`src/rtl/pfm_boost_pkg.sv`:
```
package pfm_boost_pkg;

    // Controller states
    typedef enum logic [2:0] {
        ST_HALT  = 3'd0,  // shutdown active, switch off
        ST_HOLD  = 3'd1,  // over-voltage inhibit, switch off
        ST_BLANK = 3'd2,  // switch on, current flag masked
        ST_DRIVE = 3'd3,  // switch on, current flag watched
        ST_REST  = 3'd4   // fixed off-time running
    } pfm_state_e;

    // Bit positions inside the synchronized flag vector
    localparam int FLG_OC   = 0;
    localparam int FLG_TRIP = 1;
    localparam int FLG_CLR  = 2;
    localparam int FLG_SD   = 3;
    localparam int FLG_NUM  = 4;

    function automatic logic state_conducts(pfm_state_e s);
        return (s == ST_BLANK) || (s == ST_DRIVE);
    endfunction

endpackage

```
`src/rtl/pfm_flag_sync.sv`:
```
module pfm_flag_sync #(
    parameter int          WIDTH   = 4,
    parameter int          STAGES  = 2,
    parameter logic [WIDTH-1:0] RST_VEC = '0
) (
    input  logic             clk_i,
    input  logic             rst_ni,
    input  logic [WIDTH-1:0] async_i,
    output logic [WIDTH-1:0] sync_o
);

    for (genvar b = 0; b < WIDTH; b++) begin : g_bit
        logic [STAGES-1:0] chain_q;

        always_ff @(posedge clk_i or negedge rst_ni) begin
            if (!rst_ni) begin
                chain_q <= {STAGES{RST_VEC[b]}};
            end else begin
                chain_q <= {chain_q[STAGES-2:0], async_i[b]};
            end
        end

        assign sync_o[b] = chain_q[STAGES-1];
    end

endmodule

```
`src/rtl/pfm_ov_latch.sv`:
```
module pfm_ov_latch (
    input  logic clk_i,
    input  logic rst_ni,
    input  logic trip_i,
    input  logic clear_i,
    output logic inhibit_o
);

    logic held_q;

    // Trip sets, recovery clears, trip dominates
    always_ff @(posedge clk_i or negedge rst_ni) begin
        if (!rst_ni) begin
            held_q <= 1'b0;
        end else if (trip_i) begin
            held_q <= 1'b1;
        end else if (clear_i) begin
            held_q <= 1'b0;
        end
    end

    assign inhibit_o = trip_i | held_q;

endmodule

```
`src/rtl/pfm_window_timer.sv`:
```
module pfm_window_timer #(
    parameter int CNT_W = 8
) (
    input  logic             clk_i,
    input  logic             rst_ni,
    input  logic             load_i,
    input  logic [CNT_W-1:0] load_val_i,
    output logic             done_o
);

    logic [CNT_W-1:0] cnt_q;

    always_ff @(posedge clk_i or negedge rst_ni) begin
        if (!rst_ni) begin
            cnt_q <= '0;
        end else if (load_i) begin
            cnt_q <= load_val_i;
        end else if (cnt_q != '0) begin
            cnt_q <= cnt_q - 1'b1;
        end
    end

    assign done_o = (cnt_q == '0);

endmodule

```
`src/rtl/pfm_boost_ctrl.sv`:
```
module pfm_boost_ctrl
    import pfm_boost_pkg::*;
#(
    parameter int OFF_CYC     = 250,
    parameter int BLANK_CYC   = 8,
    parameter int SYNC_STAGES = 2
) (
    input  logic clk_i,
    input  logic rst_ni,
    input  logic oc_flag_i,
    input  logic ov_trip_i,
    input  logic ov_clear_i,
    input  logic shutdown_i,
    output logic sw_on_o
);

    localparam int MAX_CYC = (OFF_CYC > BLANK_CYC) ? OFF_CYC : BLANK_CYC;
    localparam int CNT_W   = (MAX_CYC > 1) ? $clog2(MAX_CYC) : 1;
    localparam logic [CNT_W-1:0] OFF_LOAD   = CNT_W'(OFF_CYC - 1);
    localparam logic [CNT_W-1:0] BLANK_LOAD = CNT_W'(BLANK_CYC - 1);
    localparam logic [FLG_NUM-1:0] SYNC_RST = FLG_NUM'(1) << FLG_SD;

    logic [FLG_NUM-1:0] flags_async, flags_s;
    logic oc_s, trip_s, clr_s, sd_s;
    logic inhibit;
    logic tmr_done, tmr_load;
    logic [CNT_W-1:0] tmr_val;
    pfm_state_e state_q, state_nxt;

    assign flags_async[FLG_OC]   = oc_flag_i;
    assign flags_async[FLG_TRIP] = ov_trip_i;
    assign flags_async[FLG_CLR]  = ov_clear_i;
    assign flags_async[FLG_SD]   = shutdown_i;

    pfm_flag_sync #(
        .WIDTH  (FLG_NUM),
        .STAGES (SYNC_STAGES),
        .RST_VEC(SYNC_RST)
    ) u_sync (
        .clk_i  (clk_i),
        .rst_ni (rst_ni),
        .async_i(flags_async),
        .sync_o (flags_s)
    );

    assign oc_s   = flags_s[FLG_OC];
    assign trip_s = flags_s[FLG_TRIP];
    assign clr_s  = flags_s[FLG_CLR];
    assign sd_s   = flags_s[FLG_SD];

    pfm_ov_latch u_ovl (
        .clk_i    (clk_i),
        .rst_ni   (rst_ni),
        .trip_i   (trip_s),
        .clear_i  (clr_s),
        .inhibit_o(inhibit)
    );

    // Next-state logic: shutdown, then inhibit, then current loop
    always_comb begin
        state_nxt = state_q;
        if (sd_s) begin
            state_nxt = ST_HALT;
        end else begin
            unique case (state_q)
                ST_HALT:  state_nxt = inhibit ? ST_HOLD : ST_BLANK;
                ST_HOLD:  state_nxt = inhibit ? ST_HOLD : ST_BLANK;
                ST_BLANK: begin
                    if (inhibit)       state_nxt = ST_HOLD;
                    else if (tmr_done) state_nxt = ST_DRIVE;
                end
                ST_DRIVE: begin
                    if (inhibit)   state_nxt = ST_HOLD;
                    else if (oc_s) state_nxt = ST_REST;
                end
                ST_REST: begin
                    if (tmr_done) state_nxt = inhibit ? ST_HOLD : ST_BLANK;
                end
                default: state_nxt = ST_HALT;
            endcase
        end
    end

    // One shared timer for both windows, loaded on entry
    always_comb begin
        tmr_load = 1'b0;
        tmr_val  = BLANK_LOAD;
        if (state_nxt != state_q) begin
            if (state_nxt == ST_BLANK) begin
                tmr_load = 1'b1;
                tmr_val  = BLANK_LOAD;
            end else if (state_nxt == ST_REST) begin
                tmr_load = 1'b1;
                tmr_val  = OFF_LOAD;
            end
        end
    end

    pfm_window_timer #(
        .CNT_W(CNT_W)
    ) u_tmr (
        .clk_i     (clk_i),
        .rst_ni    (rst_ni),
        .load_i    (tmr_load),
        .load_val_i(tmr_val),
        .done_o    (tmr_done)
    );

    // State register
    always_ff @(posedge clk_i or negedge rst_ni) begin
        if (!rst_ni) begin
            state_q <= ST_HALT;
        end else begin
            state_q <= state_nxt;
        end
    end

    // Output register, glitch-free gate command
    always_ff @(posedge clk_i or negedge rst_ni) begin
        if (!rst_ni) begin
            sw_on_o <= 1'b0;
        end else begin
            sw_on_o <= state_conducts(state_nxt);
        end
    end

endmodule

```
`config.mk`:
```
export PLATFORM = sky130hd
export DESIGN_NAME = pfm_boost_ctrl
export DESIGN_NICKNAME = d
export VERILOG_FILES = /design/src/rtl/pfm_boost_pkg.sv /design/src/rtl/pfm_flag_sync.sv /design/src/rtl/pfm_ov_latch.sv /design/src/rtl/pfm_window_timer.sv /design/src/rtl/pfm_boost_ctrl.sv
export SDC_FILE = /design/constraint.sdc
export NUM_CORES = 1
export LEC_CHECK = 0
export BUFFER_PORTS_ARGS = -buffer_cell sky130_fd_sc_hd__buf_4
export CORE_AREA = 5 5 52 54
export CTS_CLUSTER_SIZE = 28
export DETAILED_ROUTE_END_ITERATION = 10
export DIE_AREA = 0 0 57 59
export HOLD_SLACK_MARGIN = 0.02
export PLACE_DENSITY = 0.68
export SLEW_MARGIN = 40
export SYNTH_ARGS = -nofsm -noshare
export SYNTH_HDL_FRONTEND = slang
export SYNTH_SLANG_ARGS = --single-unit
```
`constraint.sdc`:
```
create_clock -name clk_i -period 4.7 [get_ports clk_i]
set_input_delay 0.94 -clock clk_i [delete_from_list [all_inputs] [get_ports clk_i]]
set_output_delay 0.94 -clock clk_i [all_outputs]
set_load 0.05 [all_outputs]
```
==> reports/summary.log, run 1 <==
INFO  critical_path  critical-path-slowest-cell=sky130_fd_sc_hd__dfrtp_1
INFO  synth          synthXorXnorAreaFrac=0.0406
INFO  sta            grt_setup_unrepaired=no
INFO  route          via_count=690
INFO  sta            max_slew_margin=0.694
INFO  critical_path  timing.reg2reg.setup_slack=2760ps
INFO  synth          yosys_warnings=0
INFO  synth          synth_enable_flop_cells=0
INFO  synth          synth_simple_gate_area_frac=0.239
INFO  critical_path  cell_by_cell_listing_of_the_critical_path=inv_1 > ha_1 > nor3b_4 > a221oi_2 > a221o_2 > nor4_4 > mux2i_1
INFO  synth          synth-compound-area-share=0.121
INFO  pwr            share_of_power_burned_in_the_clock_network=0.166
INFO  clock_network  cts_repair_resized_insts=0
INFO  synth          seq_total_area_yosys=0.490
INFO  route          routed_via_density=5.39
INFO  clock_network  cts_setup_buffers=0
INFO  clock_network  tritoncts=done
INFO  pwr            combinational_fraction_of_design_power=0.313
INFO  sta            setup_viol=0
INFO  critical_path  worstPathRequired=4930ps
INFO  grt            grt_use_total=0.107
INFO  critical_path  worst_setup_path_start_kind=flip-flop
INFO  grt            initial_antenna_violation_count=0
INFO  placement      placement.io_buffers=6
INFO  synth          largest_family_of_logic_cells_by_synthesized_area=simple AND/OR/NAND/NOR gates
INFO  grt            gr-usage-met1=0.137
INFO  min_path       min_delay_path_depth=0
INFO  final_layout   layout-drive-gt1-share=0.230
INFO  sta            period_needed=1940ps
INFO  synth          synth_nets=103
INFO  grt            grt_pass1_wl=2840um
INFO  critical_path  regToRegStartpoint=u_tmr.cnt_q[0]
INFO  synth          yosys_register_bits=21
INFO  final_layout   synthToLayoutAreaGrowth=4.18%
INFO  pwr            worst_ir_drop_vdd=229uV
INFO  final_layout   filler_cell_count=212
INFO  sta            fin_tns_setup=0ps
INFO  grt            met3_use_gr=0.0261
INFO  critical_path  critical_path.endpoint_type=flip-flop
INFO  pwr            netSwitchingPower=181uW
INFO  sta            worst_clock_skew=1.89ps
INFO  pwr            power.density=462nW/um2
INFO  min_path       holdCritStartpoint=u_sync.g_bit[1].chain_q[0]
INFO  synth          synthAdderAreaFrac=0.0232
INFO  critical_path  cp_data_arrival_time=2180ps
INFO  placement      hpwlAfterDp=1240um
INFO  die            fp-row-count=17
INFO  route          initialDrtViolationCount=10
INFO  final_layout   antenna_cells=0
INFO  synth          post_synth_num_cell_types=39
INFO  clock_network  cts_sinks=21
INFO  route          detailed_routing_iterations_pass_1=4
INFO  min_path       hold_path_class=reg -> reg
INFO  clock_network  clock_root_cell=sky130_fd_sc_hd__clkbuf_4
INFO  route          routed_wirelength=1710um
INFO  pwr            static-leakage-power=0.000491uW
INFO  die            die_x=57um
INFO  die            design.portCount=7
INFO  critical_path  worstPathMaxFanout=8
INFO  pwr            power.sequential.fraction=0.521
INFO  synth          post_synthesis_cell_area=1080um2
INFO  clock_network  ctsLongestPathBuffers=2
INFO  grt            grt-ovfl-total=0
INFO  sta            period_share=0.413
INFO  die            floorplan.die.height=59um
INFO  synth          syn-mean-instance-area=11.4um2
INFO  clock_network  cts_htree_levels=1
INFO  critical_path  regToRegEndpoint=u_tmr.cnt_q[2]
INFO  synth          synth_cells=95
INFO  clock_network  worst_skew_pair.late_latency=300ps
INFO  sta            timing_hold_violations_final=0
INFO  pwr            internal-power=338uW
INFO  die            coreArea=2170um2
INFO  synth          asyncSetResetFlopFracSynth=1.00
INFO  die            floorplan.initialDensity=0.497
INFO  synth          synth.mux.area_fraction=0.0186
INFO  grt            grt.busiest_layer=met2
INFO  sta            worstMarginPinSlew=455ps
INFO  outcome        run_status=finished clean
INFO  critical_path  path_delay_family=simple AND/OR/NAND/NOR gates
INFO  clock_network  clock_pin_slew_reported_for_the_worst_setup_and_hold_paths_after_clock_tree_synthesis=120ps
INFO  clock_network  cts-hold-fix-buffers=0
INFO  sta            fmax=515MHz
INFO  critical_path  worstRegToRegCells=7
INFO  sta            hold_slack=361ps
INFO  critical_path  cpPeakStageDelay=390ps
INFO  sta            finalMaxSlewViolations=0
INFO  die            dieArea=3360um2
INFO  route          drt_drc_violations_left=0
INFO  grt            grt_start_max_net_pins=22
INFO  critical_path  path_class=reg -> reg
INFO  min_path       worstHoldEndpoint=u_sync.g_bit[1].chain_q[1]
INFO  route          wire_per_inst=13.3um
INFO  grt            grt_use_met2=0.186
INFO  final_layout   final_nets=109
INFO  synth          synth_top_flop_cell=sky130_fd_sc_hd__dfrtp_1
INFO  pwr            sw_frac_of_total=0.349
INFO  job            drv.max_cap_violation_count=0
INFO  clock_network  cts_buffers=3
INFO  critical_path  critical_path.n_buffers_inverters=1
INFO  grt            via_count_of_the_first_global_routing_pass=647
INFO  placement      routabilityCongestion=0.830
INFO  route          final_antenna_net_count=0
[cell type report]
cell class / instances / area, um2 / share of cell area
well taps: 28 / 35.0 / 0.0312
inverters: 3 / 11.3 / 0.0100
clock buffers: 3 / 22.5 / 0.0200
flip-flops and latches: 21 / 528 / 0.470
clock inverters: 1 / 5.00 / 0.00445
repair buffers: 6 / 45.0 / 0.0401
multi-input cells: 66 / 477 / 0.424
[worst max path at each step]
stage                     slack [ps]        endpoint            from  depth (start not counted)
after global routing            2610  u_tmr.cnt_q[5]  u_tmr.cnt_q[0]                          7
final                           2760  u_tmr.cnt_q[2]  u_tmr.cnt_q[0]                          7
after detailed placement        2760  u_tmr.cnt_q[5]  u_tmr.cnt_q[0]                          7
after floorplan                 2930  u_tmr.cnt_q[2]  u_tmr.cnt_q[0]                          7
after global placement          2810  u_tmr.cnt_q[2]  u_tmr.cnt_q[0]                          7
after CTS                       2740  u_tmr.cnt_q[2]  u_tmr.cnt_q[0]                          7
[synthesized netlist by cell type (2+ instances only)]
master                    count  area, um2
sky130_fd_sc_hd__a31oi_1      2       12.5
sky130_fd_sc_hd__and2b_2      2       17.5
sky130_fd_sc_hd__buf_4        2       15.0
sky130_fd_sc_hd__dfrtp_1     19        475
sky130_fd_sc_hd__dfstp_2      2       52.6
sky130_fd_sc_hd__ha_1         2       25.0
sky130_fd_sc_hd__inv_1        3       11.3
sky130_fd_sc_hd__mux2i_1      2       20.0
sky130_fd_sc_hd__nand2_1     10       37.5
sky130_fd_sc_hd__nor2_1       9       33.8
sky130_fd_sc_hd__nor3_1       2       10.0
sky130_fd_sc_hd__nor4_1       3       18.8
sky130_fd_sc_hd__nor4_4       2       42.5
sky130_fd_sc_hd__o21ai_0      6       30.0
sky130_fd_sc_hd__or3_1        2       12.5
sky130_fd_sc_hd__xnor2_1      3       26.3
sky130_fd_sc_hd__xor2_1       2       17.5
[layout by cell type (no fill, tap or decap)]
master,netlist,final
sky130_fd_sc_hd__clkbuf_4,0,3
sky130_fd_sc_hd__ha_1,2,2
sky130_fd_sc_hd__o21ai_1,1,1
sky130_fd_sc_hd__or4b_1,1,1
sky130_fd_sc_hd__a221o_2,1,1
sky130_fd_sc_hd__xnor2_1,3,3
sky130_fd_sc_hd__mux2i_1,2,2
sky130_fd_sc_hd__inv_1,3,3
sky130_fd_sc_hd__o211a_1,1,1
sky130_fd_sc_hd__a21oi_1,1,1
sky130_fd_sc_hd__a31oi_1,2,2
sky130_fd_sc_hd__nor2_1,9,9
sky130_fd_sc_hd__nand2b_1,1,1
sky130_fd_sc_hd__nor4_4,2,2
sky130_fd_sc_hd__nand4_1,1,1
sky130_fd_sc_hd__or3_1,2,2
sky130_fd_sc_hd__nor3_1,2,2
sky130_fd_sc_hd__buf_4,2,6
sky130_fd_sc_hd__xor2_1,2,2
sky130_fd_sc_hd__or3_4,1,1
sky130_fd_sc_hd__nor3b_4,1,1
sky130_fd_sc_hd__nand3b_1,1,1
sky130_fd_sc_hd__or4b_2,1,1
sky130_fd_sc_hd__o21ai_0,6,6
sky130_fd_sc_hd__a221oi_2,1,1
sky130_fd_sc_hd__nand2_1,10,10
sky130_fd_sc_hd__dfrtp_1,19,19
sky130_fd_sc_hd__a31o_1,1,1
sky130_fd_sc_hd__o31a_1,1,1
sky130_fd_sc_hd__and2b_2,2,2
sky130_fd_sc_hd__clkinv_2,0,1
sky130_fd_sc_hd__nor2b_1,1,1
sky130_fd_sc_hd__a21o_2,1,1
sky130_fd_sc_hd__dfstp_2,2,2
sky130_fd_sc_hd__a21o_1,1,1
sky130_fd_sc_hd__o21a_1,1,1
sky130_fd_sc_hd__or2b_2,1,1
sky130_fd_sc_hd__nor4_1,3,3
[metrics by stage]
step	cell area, um2	instances	util	setup WS (ps)	total power [uW]
2_1_floorplan	1080	95	-	2930	408
4_1_cts	1120	128	0.518	2740	526
5_1_grt	1120	128	0.518	2610	559
6_report	1120	128	0.518	2760	519
3_3_place_gp	1100	124	0.505	2810	433
3_5_place_dp	1100	124	0.505	2760	438
[sequential cells by signal (all words and copies together), names as in the netlist]
signal	count
u_sync.g_bit.chain_q	8
sw_on_o	1
state_q	3
u_tmr.cnt_q	8
u_ovl.held_q	1
[per-layer routing]
metal,part of all wire,vias to the layer above
met5,0,-
met4,0.0082,0
met3,0.024,2
met2,0.50,7
met1,0.47,337
li1,-,344
[power groups by stage]
stage	clock network [uW]	registers [uW]	logic, uW
global route	98.7	275	186
finish	86.2	271	163
floorplan	0	263	145
global placement	0	272	161
CTS	90.6	270	165
detailed placement	0	274	164
[cell families (layout without fill, tap and decap cells)]
logic type,count (synthesis),count (layout)
and+or+nand+nor,39,39
DFF,21,21
AOI/OAI and AO/OA,18,18
buffers and inverters,8,13
xor gates and xnor gates,5,5
adders and majority gates,2,2
muxes,2,2
[worst register-to-register path, stage by stage (launching register included)]
cell and delay (ps):
sky130_fd_sc_hd__dfrtp_1 390, sky130_fd_sc_hd__inv_1 110, sky130_fd_sc_hd__ha_1 150, sky130_fd_sc_hd__nor3b_4 210, sky130_fd_sc_hd__a221oi_2 100, sky130_fd_sc_hd__a221o_2 330, sky130_fd_sc_hd__nor4_4 350, sky130_fd_sc_hd__mux2i_1 230
No activity file was read; power rests on OpenSTA's default activity.
==> inputs of run 2 (changes only) <==
==> constraint.sdc (replaced) <==
create_clock -name clk_i -period 1.85 [get_ports clk_i]
set_input_delay 0.37 -clock clk_i [delete_from_list [all_inputs] [get_ports clk_i]]
set_output_delay 0.37 -clock clk_i [all_outputs]
set_load 0.05 [all_outputs]
==> reports/summary.log, run 2 (same netlist as run 1, synthesis figures left out) <==
INFO  outcome        run_status=finished, violations left
INFO  outcome        violations=setup timing
INFO  critical_path  worst_setup_path_start_kind=flip-flop
INFO  min_path       hold_path_class=in -> reg
INFO  sta            timing_hold_violations_final=0 [unchanged]
INFO  critical_path  worstPathMaxFanout=8 [unchanged]
INFO  grt            grt_start_max_net_pins=22 [unchanged]
INFO  route          initialDrtViolationCount=15 [+5]
INFO  die            coreArea=2170um2 [unchanged]
INFO  critical_path  regToRegStartpoint=u_tmr.cnt_q[0]
INFO  sta            pnr_worst_setup_slack=-22.0ps [-2780 ps]
INFO  route          final_antenna_net_count=0 [unchanged]
INFO  final_layout   area_taken_by_multi_input_logic_gates=499um2 [+4.7%]
INFO  sta            worst_clock_skew=2.54ps [+0.643 ps]
INFO  min_path       holdCritStartpoint=shutdown_i
INFO  grt            initial_antenna_violation_count=0 [unchanged]
INFO  final_layout   synthToLayoutAreaGrowth=20.8%
INFO  critical_path  path_class=reg -> reg
INFO  critical_path  cp_data_arrival_time=2070ps [-110 ps]
INFO  final_layout   layout-drive-gt1-share=0.400 [+0.170]
INFO  pwr            power.density=1190nW/um2 [+160%]
INFO  job            drv.max_cap_violation_count=0 [unchanged]
INFO  final_layout   mostFrequentLayoutCells=sky130_fd_sc_hd__buf_4 (24), sky130_fd_sc_hd__dfrtp_1 (19), sky130_fd_sc_hd__nand2_1 (10), sky130_fd_sc_hd__nor2_1 (8), sky130_fd_sc_hd__o21ai_0 (4)
INFO  route          wire_per_inst=13.8um [+3.7%]
INFO  critical_path  critPathCapture=u_tmr.cnt_q[5]
INFO  clock_network  cts_buffers=3 [unchanged]
INFO  clock_network  ctsLongestPathBuffers=2 [unchanged]
INFO  die            floorplan.die.height=59um [unchanged]
INFO  sta            fmax=534MHz [+3.7%]
INFO  placement      hpwlAfterDp=1370um [+10%]
INFO  clock_network  tritoncts=done
INFO  sta            max_slew_margin=0.714 [+0.0204]
INFO  critical_path  worstPathRequired=2050ps [-2880 ps]
INFO  die            floorplan.initialDensity=0.497 [unchanged]
INFO  sta            period_share=1.01 [+0.599]
INFO  final_layout   antenna_cells=0 [unchanged]
INFO  placement      preCtsSetupSlack=-13.7ps [-2770 ps]
INFO  final_layout   filler_cell_count=184 [-13%]
INFO  route          routed_wirelength=2050um [+20%]
INFO  sta            period_needed=1870ps [-68.8 ps]
INFO  critical_path  critical_path.endpoint_type=flip-flop
INFO  clock_network  clock_root_cell=sky130_fd_sc_hd__clkbuf_4
INFO  final_layout   final_nets=129 [+18%]
INFO  grt            grt_use_total=0.128 [+0.0209]
INFO  placement      routabilityCongestion=0.798 [-3.8%]
INFO  die            die_x=57um [unchanged]
INFO  grt            grt-ovfl-total=0 [unchanged]
INFO  pwr            static-leakage-power=0.000590uW [+20%]
INFO  grt            via_count_of_the_first_global_routing_pass=734 [+13%]
INFO  grt            grt_pass1_wl=3350um [+18%]
INFO  sta            hold_slack=169ps [-192 ps]
INFO  route          drt_drc_violations_left=0 [unchanged]
INFO  final_layout   total_area_of_sequential_cells=528um2 [unchanged]
INFO  sta            grt_setup_unrepaired=yes
INFO  critical_path  worst_setup_path_startpoint=u_tmr.cnt_q[0]
INFO  critical_path  timing.reg2reg.setup_slack=-20ps [-2780 ps]
INFO  clock_network  worst_skew_pair.late_latency=300ps [about the same]
INFO  placement      placement.io_buffers=6 [unchanged]
INFO  route          routed_via_density=5.39 [-0.10%]
INFO  final_layout   layout_commonest_cell=sky130_fd_sc_hd__buf_4
INFO  critical_path  regToRegEndpoint=u_tmr.cnt_q[5]
INFO  final_layout   biggestRegsByFlops=u_sync.g_bit.chain_q x8, u_tmr.cnt_q x8, state_q x3
INFO  die            fp-row-count=17 [unchanged]
INFO  clock_network  cts_htree_levels=1 [unchanged]
INFO  die            dieArea=3360um2 [unchanged]
INFO  route          detailed_routing_iterations_pass_1=4 [unchanged]
INFO  clock_network  clock_pin_slew_reported_for_the_worst_setup_and_hold_paths_after_clock_tree_synthesis=120ps [about the same]
INFO  sta            finalMaxSlewViolations=0 [unchanged]
INFO  pwr            worst_ir_drop_vdd=667uV [+190%]
INFO  clock_network  cts_sinks=21 [unchanged]
INFO  critical_path  worstRegToRegCells=9 [+2]
INFO  die            design.portCount=7 [unchanged]
INFO  route          via_count=797 [+16%]
INFO  sta            setup_viol=3 [+3]
INFO  sta            worstMarginPinSlew=425ps [-30.4 ps]
==> run 2: cell count changes in the layout (fill, tap and decap cells not counted) <==
cell | before | now
sky130_fd_sc_hd__buf_4 | 6 | 24
sky130_fd_sc_hd__buf_6 | 0 | 1
sky130_fd_sc_hd__dlygate4sd3_1 | 0 | 1
sky130_fd_sc_hd__ha_1 | 2 | 1
sky130_fd_sc_hd__ha_4 | 0 | 1
sky130_fd_sc_hd__inv_1 | 3 | 1
sky130_fd_sc_hd__inv_2 | 0 | 2
sky130_fd_sc_hd__nor2_1 | 9 | 8
sky130_fd_sc_hd__nor2_2 | 0 | 1
sky130_fd_sc_hd__o21ai_0 | 6 | 4
sky130_fd_sc_hd__o21ai_2 | 0 | 2
==> run 2: worst min path at each step <==
stage | to | slack, ps | cells past startpoint
3_5_place_dp | u_tmr.cnt_q[4] | 270 | 1
4_1_cts | u_sync.g_bit[3].chain_q[0] | 160 | 1
3_3_place_gp | u_tmr.cnt_q[4] | 260 | 1
5_1_grt | u_sync.g_bit[3].chain_q[0] | 130 | 1
2_1_floorplan | state_q[0] | 70 | 0
6_report | u_sync.g_bit[3].chain_q[0] | 170 | 1
==> run 2: routing by layer <==
layer,wire [um],GRT usage,vias up
li1,-,-,384
met1,958,0.178,398
met2,1010,0.192,13
met3,65,0.0283,2
met4,14,0.0563,0
met5,0,0,-
==> run 2: power by group <==
| part | total, uW | leakage [uW] | internal [uW] | switching [uW] |
|---|---|---|---|---|
| combinational | 662 | 0.000319 | 371 | 291 |
| sequential | 667 | 0.000253 | 559 | 108 |
| clock | 216 | 0.0000177 | 80.4 | 135 |
==> run 2: cell type report <==
type | instances | area share
clock buffers | 3 | 0.0173
inverters | 3 | 0.00865
flip-flops and latches | 21 | 0.405
clock inverters | 1 | 0.00384
repair buffers | 26 | 0.155
well taps | 28 | 0.0269
multi-input cells | 66 | 0.383
==> run 2: timing repair <==
item / 4_1_cts / 5_1_grt
gates resized for setup: 0 / 10
buffers inserted: 3 / 4
pin swaps: 4 / 1
endpoints found under the hold margin: 19 / 0
hold buffers: 1 / 0
setup endpoints to repair: 3 / 11
==> run 2: critical path, stage by stage, from the launching register on <==
cell and delay [ps]:
sky130_fd_sc_hd__dfrtp_1 410, sky130_fd_sc_hd__inv_2 90, sky130_fd_sc_hd__ha_4 130, sky130_fd_sc_hd__nor3b_4 230, sky130_fd_sc_hd__a221oi_2 100, sky130_fd_sc_hd__a221o_2 330
sky130_fd_sc_hd__nor4_4 160, sky130_fd_sc_hd__buf_6 170, sky130_fd_sc_hd__buf_4 110, sky130_fd_sc_hd__o21ai_2 50
==> run 2: per-stage QoR <==
stage / TNS, ps / instance area (um2) / total power [uW] / utilization / instances
2_1_floorplan: 0 / 1080 / 1040 / - / 95
3_3_place_gp: 0 / 1190 / 1200 / 0.550 / 137
3_5_place_dp: -13.7 / 1190 / 1210 / 0.550 / 137
4_1_cts: -8.45 / 1250 / 1460 / 0.574 / 144
5_1_grt: -587 / 1300 / 1680 / 0.600 / 148
6_report: -57.3 / 1300 / 1550 / 0.600 / 148
